## src/rtl/intc_pkg.sv

```systemverilog
package intc_pkg;
  localparam int unsigned SRC_W     = 5;
  localparam int unsigned RK_RESET  = 0;
  localparam int unsigned RK_CLKMON = 1;
  localparam int unsigned RK_COP    = 2;
  localparam int unsigned RK_ILLOP  = 3;
  localparam int unsigned RK_SWI    = 4;
  localparam int unsigned RK_XIRQ   = 5;
  localparam int unsigned RK_IRQ    = 6;
  localparam int unsigned RK_PER0   = 7;

  typedef logic [SRC_W-1:0] rank_t;

  // vector entry address: each rank owns two bytes counting down from the top
  function automatic logic [15:0] vec_of(input logic [15:0] top, input rank_t r);
    return top - {{(15-SRC_W){1'b0}}, r, 1'b0};
  endfunction
endpackage

```

## src/rtl/intc_pending.sv

```systemverilog
module intc_pending
  import intc_pkg::*;
#(
  parameter int unsigned NUM_PERIPH = 14,
  localparam int unsigned NUM_SRC = RK_PER0 + NUM_PERIPH
) (
  input  logic                  clk,
  input  logic                  rst_n,
  input  logic                  rst_pin_n,
  input  logic                  clkmon_fail,
  input  logic                  cop_fail,
  input  logic                  illop_stb,
  input  logic                  swi_stb,
  input  logic                  xirq_n,
  input  logic                  irq_n,
  input  logic [NUM_PERIPH-1:0] per_req,
  input  logic [NUM_PERIPH-1:0] per_en,
  input  logic                  sense_edge,
  input  logic                  ack,
  input  rank_t                 ack_src,
  output logic [NUM_SRC-1:0]    pend
);
  logic illop_q, swi_q, irq_prev_q, irq_edge_q;
  logic ack_illop, ack_swi, ack_irq;

  assign ack_illop = ack && (ack_src == rank_t'(RK_ILLOP));
  assign ack_swi   = ack && (ack_src == rank_t'(RK_SWI));
  assign ack_irq   = ack && (ack_src == rank_t'(RK_IRQ));

  // trap pulses are held until their rank is taken; a new pulse wins over a clear
  always_ff @(posedge clk or negedge rst_n) begin
    if (!rst_n) begin
      illop_q <= 1'b0;
      swi_q   <= 1'b0;
    end else begin
      illop_q <= illop_stb | (illop_q & ~ack_illop);
      swi_q   <= swi_stb | (swi_q & ~ack_swi);
    end
  end

  // falling-edge capture for the interrupt pin
  always_ff @(posedge clk or negedge rst_n) begin
    if (!rst_n) begin
      irq_prev_q <= 1'b1;
      irq_edge_q <= 1'b0;
    end else begin
      irq_prev_q <= irq_n;
      if (!sense_edge)
        irq_edge_q <= 1'b0;
      else if (irq_prev_q && !irq_n)
        irq_edge_q <= 1'b1;
      else if (ack_irq)
        irq_edge_q <= 1'b0;
    end
  end

  assign pend[RK_RESET]  = ~rst_pin_n;
  assign pend[RK_CLKMON] = clkmon_fail;
  assign pend[RK_COP]    = cop_fail;
  assign pend[RK_ILLOP]  = illop_q;
  assign pend[RK_SWI]    = swi_q;
  assign pend[RK_XIRQ]   = ~xirq_n;
  assign pend[RK_IRQ]    = sense_edge ? irq_edge_q : ~irq_n;

  for (genvar gp = 0; gp < NUM_PERIPH; gp++) begin : g_per
    assign pend[RK_PER0+gp] = per_req[gp] & per_en[gp];
  end
endmodule

```

## src/rtl/intc_mask_ctl.sv

```systemverilog
module intc_mask_ctl
  import intc_pkg::*;
(
  input  logic  clk,
  input  logic  rst_n,
  input  logic  ccr_wr,
  input  logic  ccr_i_wd,
  input  logic  ccr_x_wd,
  input  logic  prom_wr,
  input  rank_t prom_wd,
  input  logic  sense_wr,
  input  logic  sense_wd,
  input  logic  ack,
  input  rank_t ack_src,
  output logic  mask_i,
  output logic  mask_x,
  output rank_t prom_q,
  output logic  sense_edge
);
  logic raise_x;

  assign raise_x = ack && ((ack_src <= rank_t'(RK_COP)) ||
                           (ack_src == rank_t'(RK_XIRQ)));

  always_ff @(posedge clk or negedge rst_n) begin
    if (!rst_n) begin
      mask_i <= 1'b1;
      mask_x <= 1'b1;
    end else begin
      if (ack)
        mask_i <= 1'b1;
      else if (ccr_wr)
        mask_i <= ccr_i_wd;

      if (raise_x)
        mask_x <= 1'b1;
      else if (ccr_wr)
        mask_x <= mask_x & ccr_x_wd;
    end
  end

  // promotion is only writable while maskable sources are blocked
  always_ff @(posedge clk or negedge rst_n) begin
    if (!rst_n) begin
      prom_q     <= rank_t'(RK_IRQ);
      sense_edge <= 1'b0;
    end else begin
      if (prom_wr && mask_i)
        prom_q <= prom_wd;
      if (sense_wr)
        sense_edge <= sense_wd;
    end
  end
endmodule

```

## src/rtl/intc_arbiter.sv

```systemverilog
module intc_arbiter
  import intc_pkg::*;
#(
  parameter int unsigned NUM_SRC = 21
) (
  input  logic [NUM_SRC-1:0] pend,
  input  logic               mask_i,
  input  logic               mask_x,
  input  rank_t              prom,
  output logic               valid,
  output rank_t              sel
);
  logic [NUM_SRC-1:0] elig;
  logic promo_hit;
  logic fixed_any;

  for (genvar gk = 0; gk < NUM_SRC; gk++) begin : g_elig
    if (gk < RK_XIRQ) begin : g_always
      assign elig[gk] = pend[gk];
    end else if (gk == RK_XIRQ) begin : g_xgate
      assign elig[gk] = pend[gk] & ~mask_x;
    end else begin : g_igate
      assign elig[gk] = pend[gk] & ~mask_i;
    end
  end

  assign fixed_any = |elig[RK_XIRQ:0];
  assign valid     = |elig;

  always_comb begin
    promo_hit = 1'b0;
    for (int k = RK_IRQ; k < NUM_SRC; k++)
      if (prom == rank_t'(k) && elig[k])
        promo_hit = 1'b1;
  end

  always_comb begin
    sel = '0;
    for (int k = NUM_SRC - 1; k >= 0; k--)
      if (elig[k])
        sel = rank_t'(k);
    if (promo_hit && !fixed_any)
      sel = prom;
  end
endmodule

```

## src/rtl/intc_prio.sv

```systemverilog
module intc_prio
  import intc_pkg::*;
#(
  parameter int unsigned NUM_PERIPH = 14,
  parameter logic [15:0] VEC_TOP    = 16'hFFFE
) (
  input  logic                  clk,
  input  logic                  rst_n,
  input  logic                  rst_pin_n,
  input  logic                  clkmon_fail,
  input  logic                  cop_fail,
  input  logic                  illop_stb,
  input  logic                  swi_stb,
  input  logic                  xirq_n,
  input  logic                  irq_n,
  input  logic [NUM_PERIPH-1:0] per_req,
  input  logic [NUM_PERIPH-1:0] per_en,
  input  logic                  ccr_wr,
  input  logic                  ccr_i_wd,
  input  logic                  ccr_x_wd,
  input  logic                  prom_wr,
  input  logic [4:0]            prom_wd,
  input  logic                  sense_wr,
  input  logic                  sense_wd,
  output logic                  req_valid,
  input  logic                  req_ready,
  output logic [4:0]            req_src,
  output logic [15:0]           req_vec,
  output logic                  mask_i,
  output logic                  mask_x
);
  localparam int unsigned NUM_SRC = RK_PER0 + NUM_PERIPH;

  logic [NUM_SRC-1:0] pend;
  logic               sense_edge;
  logic               ack;
  rank_t              prom_q;
  rank_t              sel;

  assign ack = req_valid & req_ready;

  intc_pending #(.NUM_PERIPH(NUM_PERIPH)) u_pend (
    .clk        (clk),
    .rst_n      (rst_n),
    .rst_pin_n  (rst_pin_n),
    .clkmon_fail(clkmon_fail),
    .cop_fail   (cop_fail),
    .illop_stb  (illop_stb),
    .swi_stb    (swi_stb),
    .xirq_n     (xirq_n),
    .irq_n      (irq_n),
    .per_req    (per_req),
    .per_en     (per_en),
    .sense_edge (sense_edge),
    .ack        (ack),
    .ack_src    (sel),
    .pend       (pend)
  );

  intc_mask_ctl u_mask (
    .clk       (clk),
    .rst_n     (rst_n),
    .ccr_wr    (ccr_wr),
    .ccr_i_wd  (ccr_i_wd),
    .ccr_x_wd  (ccr_x_wd),
    .prom_wr   (prom_wr),
    .prom_wd   (rank_t'(prom_wd)),
    .sense_wr  (sense_wr),
    .sense_wd  (sense_wd),
    .ack       (ack),
    .ack_src   (sel),
    .mask_i    (mask_i),
    .mask_x    (mask_x),
    .prom_q    (prom_q),
    .sense_edge(sense_edge)
  );

  intc_arbiter #(.NUM_SRC(NUM_SRC)) u_arb (
    .pend  (pend),
    .mask_i(mask_i),
    .mask_x(mask_x),
    .prom  (prom_q),
    .valid (req_valid),
    .sel   (sel)
  );

  assign req_src = sel;
  assign req_vec = vec_of(VEC_TOP, sel);
endmodule

```

## config.mk

```make
export PLATFORM = sky130hd
export DESIGN_NAME = intc_prio
export DESIGN_NICKNAME = d
export VERILOG_FILES = /design/src/rtl/intc_pkg.sv /design/src/rtl/intc_pending.sv /design/src/rtl/intc_mask_ctl.sv /design/src/rtl/intc_arbiter.sv /design/src/rtl/intc_prio.sv
export SDC_FILE = /design/constraint.sdc
export NUM_CORES = 1
export LEC_CHECK = 0
export CORE_AREA = 2 2 49 51
export CTS_BUF_LIST = sky130_fd_sc_hd__clkbuf_8
export CTS_CLUSTER_DIAMETER = 40
export DETAILED_ROUTE_END_ITERATION = 8
export DIE_AREA = 0 0 51 53
export DONT_BUFFER_PORTS = 1
export GPL_ROUTABILITY_DRIVEN = 0
export GPL_TIMING_DRIVEN = 0
export PLACE_DENSITY_LB_ADDON = 0.08
export SYNTH_ARGS = -nofsm -noshare
export SYNTH_HDL_FRONTEND = slang
export SYNTH_SLANG_ARGS = --single-unit
```

## constraint.sdc

```tcl
create_clock -name clk -period 2.8 [get_ports clk]
set_input_delay 0.56 -clock clk [delete_from_list [all_inputs] [get_ports clk]]
set_output_delay 0.56 -clock clk [all_outputs]
set_load 0.005 [all_outputs]
```

======== Word level (Yosys, flattened, before mapping) ========
Cells that the tools add are included.
word-level totals
  register bits after elaboration ......... 12
  input bits .............................. 49
  output and inout port bits .............. 24
cells by class
  $add $sub $neg .......................... 1
  order comparisons ....................... 1
  equal/unequal tests ..................... 20
  multiplexer cells ....................... 45
  bitwise logic cells ..................... 43
  reduce and logical (&&, ||, !) cells .... 29
operator list
  cell                                                  count
  two-way mux 5 bit                                     22
  == test 5 x 4 -> 1 bit (second input constant)        8
  AND 1 bit                                             34
  == test 5 x 3 -> 1 bit (second input constant)        5
  == test 5 bit (second input constant)                 5
  two-way mux 1 bit                                     23
  logical AND 1 bit                                     22
  OR reduction 21 bit                                   1
  subtractor 2 x 7 -> 8 bit (first input constant)      1
  inverter 1 bit                                        7
  OR reduction 6 bit                                    1
  == test 5 x 2 -> 1 bit (second input constant)        1
  <= comparator 5 x 2 -> 1 bit (second input constant)  1
  nonzero test 2 bit                                    2
  inequality test 3 bit (second input constant)         1
  zero test 1 bit                                       2
  bitwise OR 1 bit                                      2
  logical OR 1 bit                                      1

======== Longest topological paths before layout ========
  depth after elaboration ................. 29
  gate-level depth with buffers ........... 9

======== Modules after synthesis ========
From an unflattened synthesis, not the netlist that was laid out.
second synthesis, totals
  cell total of the unflattened synthesis .. 160
  area, all modules ....................... 1308.8 µm²
by module, submodules not included
  module         instances  cells each  area an instance (µm²)  seq. area each (µm²)
  intc_arbiter   1          83          564.3                   0.0
  intc_mask_ctl  1          21          324.1                   205.2
  intc_pending   1          37          305.3                   101.3
  intc_prio      1          19          115.1                   0.0

======== Least setup slack after synthesis ========
OpenSTA, ideal clock, no wires.
  path kind ............................... reg-to-output
  start point ............................. register u_mask.prom_q[2]
  end point ............................... output req_src[0]
  arrival time ............................ 2.274 ns
  data required time ...................... 2.240 ns
  setup slack ............................. -0.034 ns
  stages on the path, launching flop included .. 8
  cells stage by stage .................... dfstp_2 buf_6 mux4_2 o41ai_4 o21ai_2 nor4_4 mux2i_1 inv_1
between the ends
  cells in the longest elaborated chain, start to end .. 19
  elaborated cells between the ends (all ways) .. 47
RTL lines
  item                              line                 text
  start: declaration                intc_mask_ctl.sv:17  output rank_t prom_q,
  start signal: assignment          intc_mask_ctl.sv:45  prom_q <= rank_t'(RK_IRQ);
  start signal: assignment          intc_mask_ctl.sv:49  prom_q <= prom_wd;
  == test 5 x 3 -> 1 bit            intc_arbiter.sv:33   if (prom == rank_t'(k) && elig[k])
  logical AND 1 bit                 intc_arbiter.sv:33
  two-way mux 1 bit (14 in series)  intc_arbiter.sv:33
  two-way mux 1 bit (*)             intc_arbiter.sv:33
  logical AND 1 bit (*)             intc_arbiter.sv:42   if (promo_hit && !fixed_any)
  two-way mux 5 bit (*)             intc_arbiter.sv:42
  end: declaration                  intc_prio.sv:27      output logic [4:0] req_src,
Every way passes the cells marked *; elsewhere a longest branch is shown, timed or not.

======== Worst setup path in the final report ========
Same ends and word-level chain as after synthesis.

==> metrics.log <==
[metrics] post-route fraction of the period consumed by the critical path: 114%
[metrics] min cycle time layout: roughly 3200 ps
[metrics] maximum buffer depth of the clock tree: 2
[metrics] most frequent cells in the layout: buf_4, nand2_1, nor2_1, inv_1, conb_1
[metrics] capturing element type of the critical path: primary output
[metrics] largest net degree at the start of global routing: 13
[metrics] Via-to-Cell Ratio: roughly 6.0
[metrics] startpoint of the most critical register-to-register path: u_mask.prom_q[2]
[metrics] number of buffers added to fix hold violations after cts: 0
[metrics] failing checks: setup timing
[metrics] antenna violations before repair: 0
[metrics] mean post-synth cell area: 8.05 µm²
[metrics] combinational family with the most area after synthesis: compound AO/OA/AOI/OAI gates
[metrics] post-route setup slack: -389 ps
[metrics] number of iterations in the first detailed-routing pass: 4
[metrics] CTS H-tree depth: 1
[metrics] r2r setup slk: 20 ps
[metrics] 1st-iter DRT viols: 36
[metrics] share of the yosys chip area belonging to registers: 24.6%
[metrics] Die Area: 2700 µm²
[metrics] warnings from Yosys: 0
[metrics] clock-pin slew reported for the worst setup and hold paths after clock tree synthesis: 50 ps
[metrics] total clock sinks: 12
[metrics] Boundary Pins: 73
[metrics] Post-synth EDFFs: 0
[metrics] Antenna Cells: 0
[metrics] global-route track usage on met1: 28.9%
[metrics] Routed WL per cell: 15.3 µm
[metrics] number of standard cells in the layout, taps in and fillers out: 206
[metrics] r2r endpoint: u_pend.irq_edge_q
[metrics] number of instances in the placed design: 192
[metrics] max-cap violations: 0
[metrics] vias in the first global route: 1120
[metrics] total DRC errors in the routed layout: 0
[metrics] Setup Crit Path Kind: reg -> out
[metrics] synthesis-to-finish area growth: 19.5%
[metrics] run status: finished, violations left
[metrics] Max IR drop VDD: 0.365 mV
[metrics] most common cell after layout, fill and taps aside: buf_4
[metrics] Global Route met2 Usage: 41.6%
[metrics] Tot Pwr: 0.569 mW
[metrics] placed inst area: 1320 µm²
[metrics] endpoint arrival time on the critical path: 2630 ps
[metrics] Die H: 53 µm
[metrics] Leakage Power: around 0.62 nW
[metrics] timing-limited maximum frequency: 0.314 GHz
[metrics] fraction of synthesized area in multiplexers: 9.63%
[metrics] number of placement rows: 17
[metrics] routing layer with the top usage in global route: met2
[metrics] Post-layout nets: 228
[metrics] worst skew pair latency: ~240 ps
[metrics] xor and xnor area share after synthesis: 0%
[metrics] TritonCTS clock tree: done
[metrics] Detailed Route WL: 3150 µm
[metrics] width of the chip: 51 µm
[metrics] DRT antenna net count: 0
[metrics] fraction of final layout cells sized beyond drive strength 1: 28.7%
[metrics] Register-to-Register Path Depth: 9
[metrics] Compound-Gate Fraction of Synth Area: 28.5%
[metrics] peak fanout along the critical path: 6
[metrics] overall via count from detail_route: 1236
[metrics] number of port buffers: 0
[metrics] power density of the placed cells: 382 nW/µm²
[metrics] Inserted Clock Buffers: 3
[metrics] starting density of the core: 58.1%
[metrics] setup repair after global routing missed its margin: yes
[metrics] type of origin of the critical path: flip-flop
[metrics] Req. time, crit path: 2240 ps
[metrics] clock root cell: clkbuf_8
[metrics] setup violation total in the final timing report: 10
[metrics] summed instance area of the synthesized netlist: between 1000 and 1500 µm²
[metrics] number of max-slew violations in the final report: 0
[metrics] class of the tightest hold or removal check: in -> async
[metrics] area of the core region: approximately 2100 µm²
[metrics] setup clock skew after layout: 4.65 ps
[metrics] simple-gate area share of the yosys netlist: 24.6%
[metrics] adder-cell share of the synthesized area: 0%
[metrics] post-route standard cell area excluding fillers: between 1000 and 1500 µm²
[metrics] number of instances in the synthesized netlist: 155
[metrics] overall fraction of global-route tracks in use: 23.9%
[metrics] post-synthesis cell type count: between 40 and 50
[metrics] Remaining Overflow, GRT: 0
[metrics] Final Hold Violating Endpoints: 0
[metrics] met3 capacity usage during global routing: 3.11%
[metrics] first-pass GRT wire length: 4760 µm
[metrics] async set or reset register ratio after synthesis: 100%
[metrics] main flop type after synthesis: dfrtp_1
[metrics] post-synthesis register bit count: 12
[metrics] Post-DP HPWL: 2470 µm
==> layout make-up <==
| class | count | area (µm²) |
|---|---|---|
| clock inverter | 1 | 3.75 |
| buffer | 16 | 110 |
| timing repair buffer | 10 | 86.3 |
| tap | 28 | 35.0 |
| multi-input combinational | 125 | 866 |
| clock buffer | 3 | 41.3 |
| fill | 187 | 658 |
| inverter | 11 | 41.3 |
| sequential | 12 | 307 |
==> worst max path at each step <==
stage,cells after the start,endpoint,startpoint,slack [ps]
after floorplan,7,req_src[0],u_mask.prom_q[2],10
after global placement,7,req_src[0],u_mask.prom_q[2],-170
after detailed placement,7,req_src[0],u_mask.prom_q[2],-220
after CTS,8,req_src[0],u_mask.prom_q[2],-340
after global routing,8,req_src[0],u_mask.prom_q[2],-460
final,8,req_src[0],u_mask.prom_q[2],-390
==> cell usage after synthesis (4+ instances only) <==
library cell  count  area (µm²)
nand2_1          16        60.1
nor2_1           14        52.6
buf_4            11        82.6
inv_1            11        41.3
dfrtp_1           7         175
o21ai_0           7        35.0
a21oi_1           6        30.0
a31oi_1           6        37.5
mux2_2            6        67.6
dfstp_2           5         131
nor2b_1           5        31.3
nand3_1           4        20.0
==> sequential cells by signal, summed over array words and instances (netlist names) <==
register,count
u_mask.prom_q,5
u_pend.swi_q,1
u_pend.illop_q,1
u_mask.mask_i,1
u_mask.mask_x,1
u_pend.irq_edge_q,1
u_pend.irq_prev_q,1
u_mask.sense_edge,1
==> power by group <==
group	leakage, nW	switching (mW)	total, mW	internal, mW
Clock	0.0269	0.0610	0.157	0.0964
Combinational	0.460	0.0992	0.198	0.0992
Sequential	0.130	0.0169	0.213	0.196
==> critical path, stage by stage (launching register included) <==
cell,delay [ps]
dfstp_2,530
buf_6,110
mux4_2,530
o41ai_4,330
o21ai_4,100
nor4_4,230
buf_6,170
mux2i_4,320
inv_2,60
==> routing by layer <==
metal | up-vias | routed length [µm]
met2 | 65 | 1600
met5 | - | 0
met4 | 0 | 29
li1 | 600 | -
met3 | 4 | 226
met1 | 567 | 1300
==> stage by stage <==
step / worst slack, ps / hold slack (ps) / utilization (%) / TNS [ps]
2_1_floorplan: 11.1 / 264 / - / 0
3_3_place_gp: -170 / 265 / 61.4 / -356
3_5_place_dp: -221 / 265 / 61.4 / -734
4_1_cts: -343 / 5.53 / 67.7 / -2810
5_1_grt: -461 / 1.62 / 69.4 / -4030
6_report: -389 / 11.4 / 69.4 / -3000
==> logic make-up after synthesis <==
| kind of cell | Yosys count |
|---|---|
| AND/OR/NAND/NOR | 58 |
| buffers and inverters | 27 |
| AO/OA/AOI/OAI | 46 |
| flip-flops | 12 |
| other | 2 |
| multiplexers | 10 |
==> what timing repair did <==
action | in CTS | in global routing
buffers inserted | 8 | 2
endpoints found under the setup margin | 13 | 13
gates resized for setup | 8 | 4
pin swaps | 2 | 3
(Power assumes the default switching activity.)
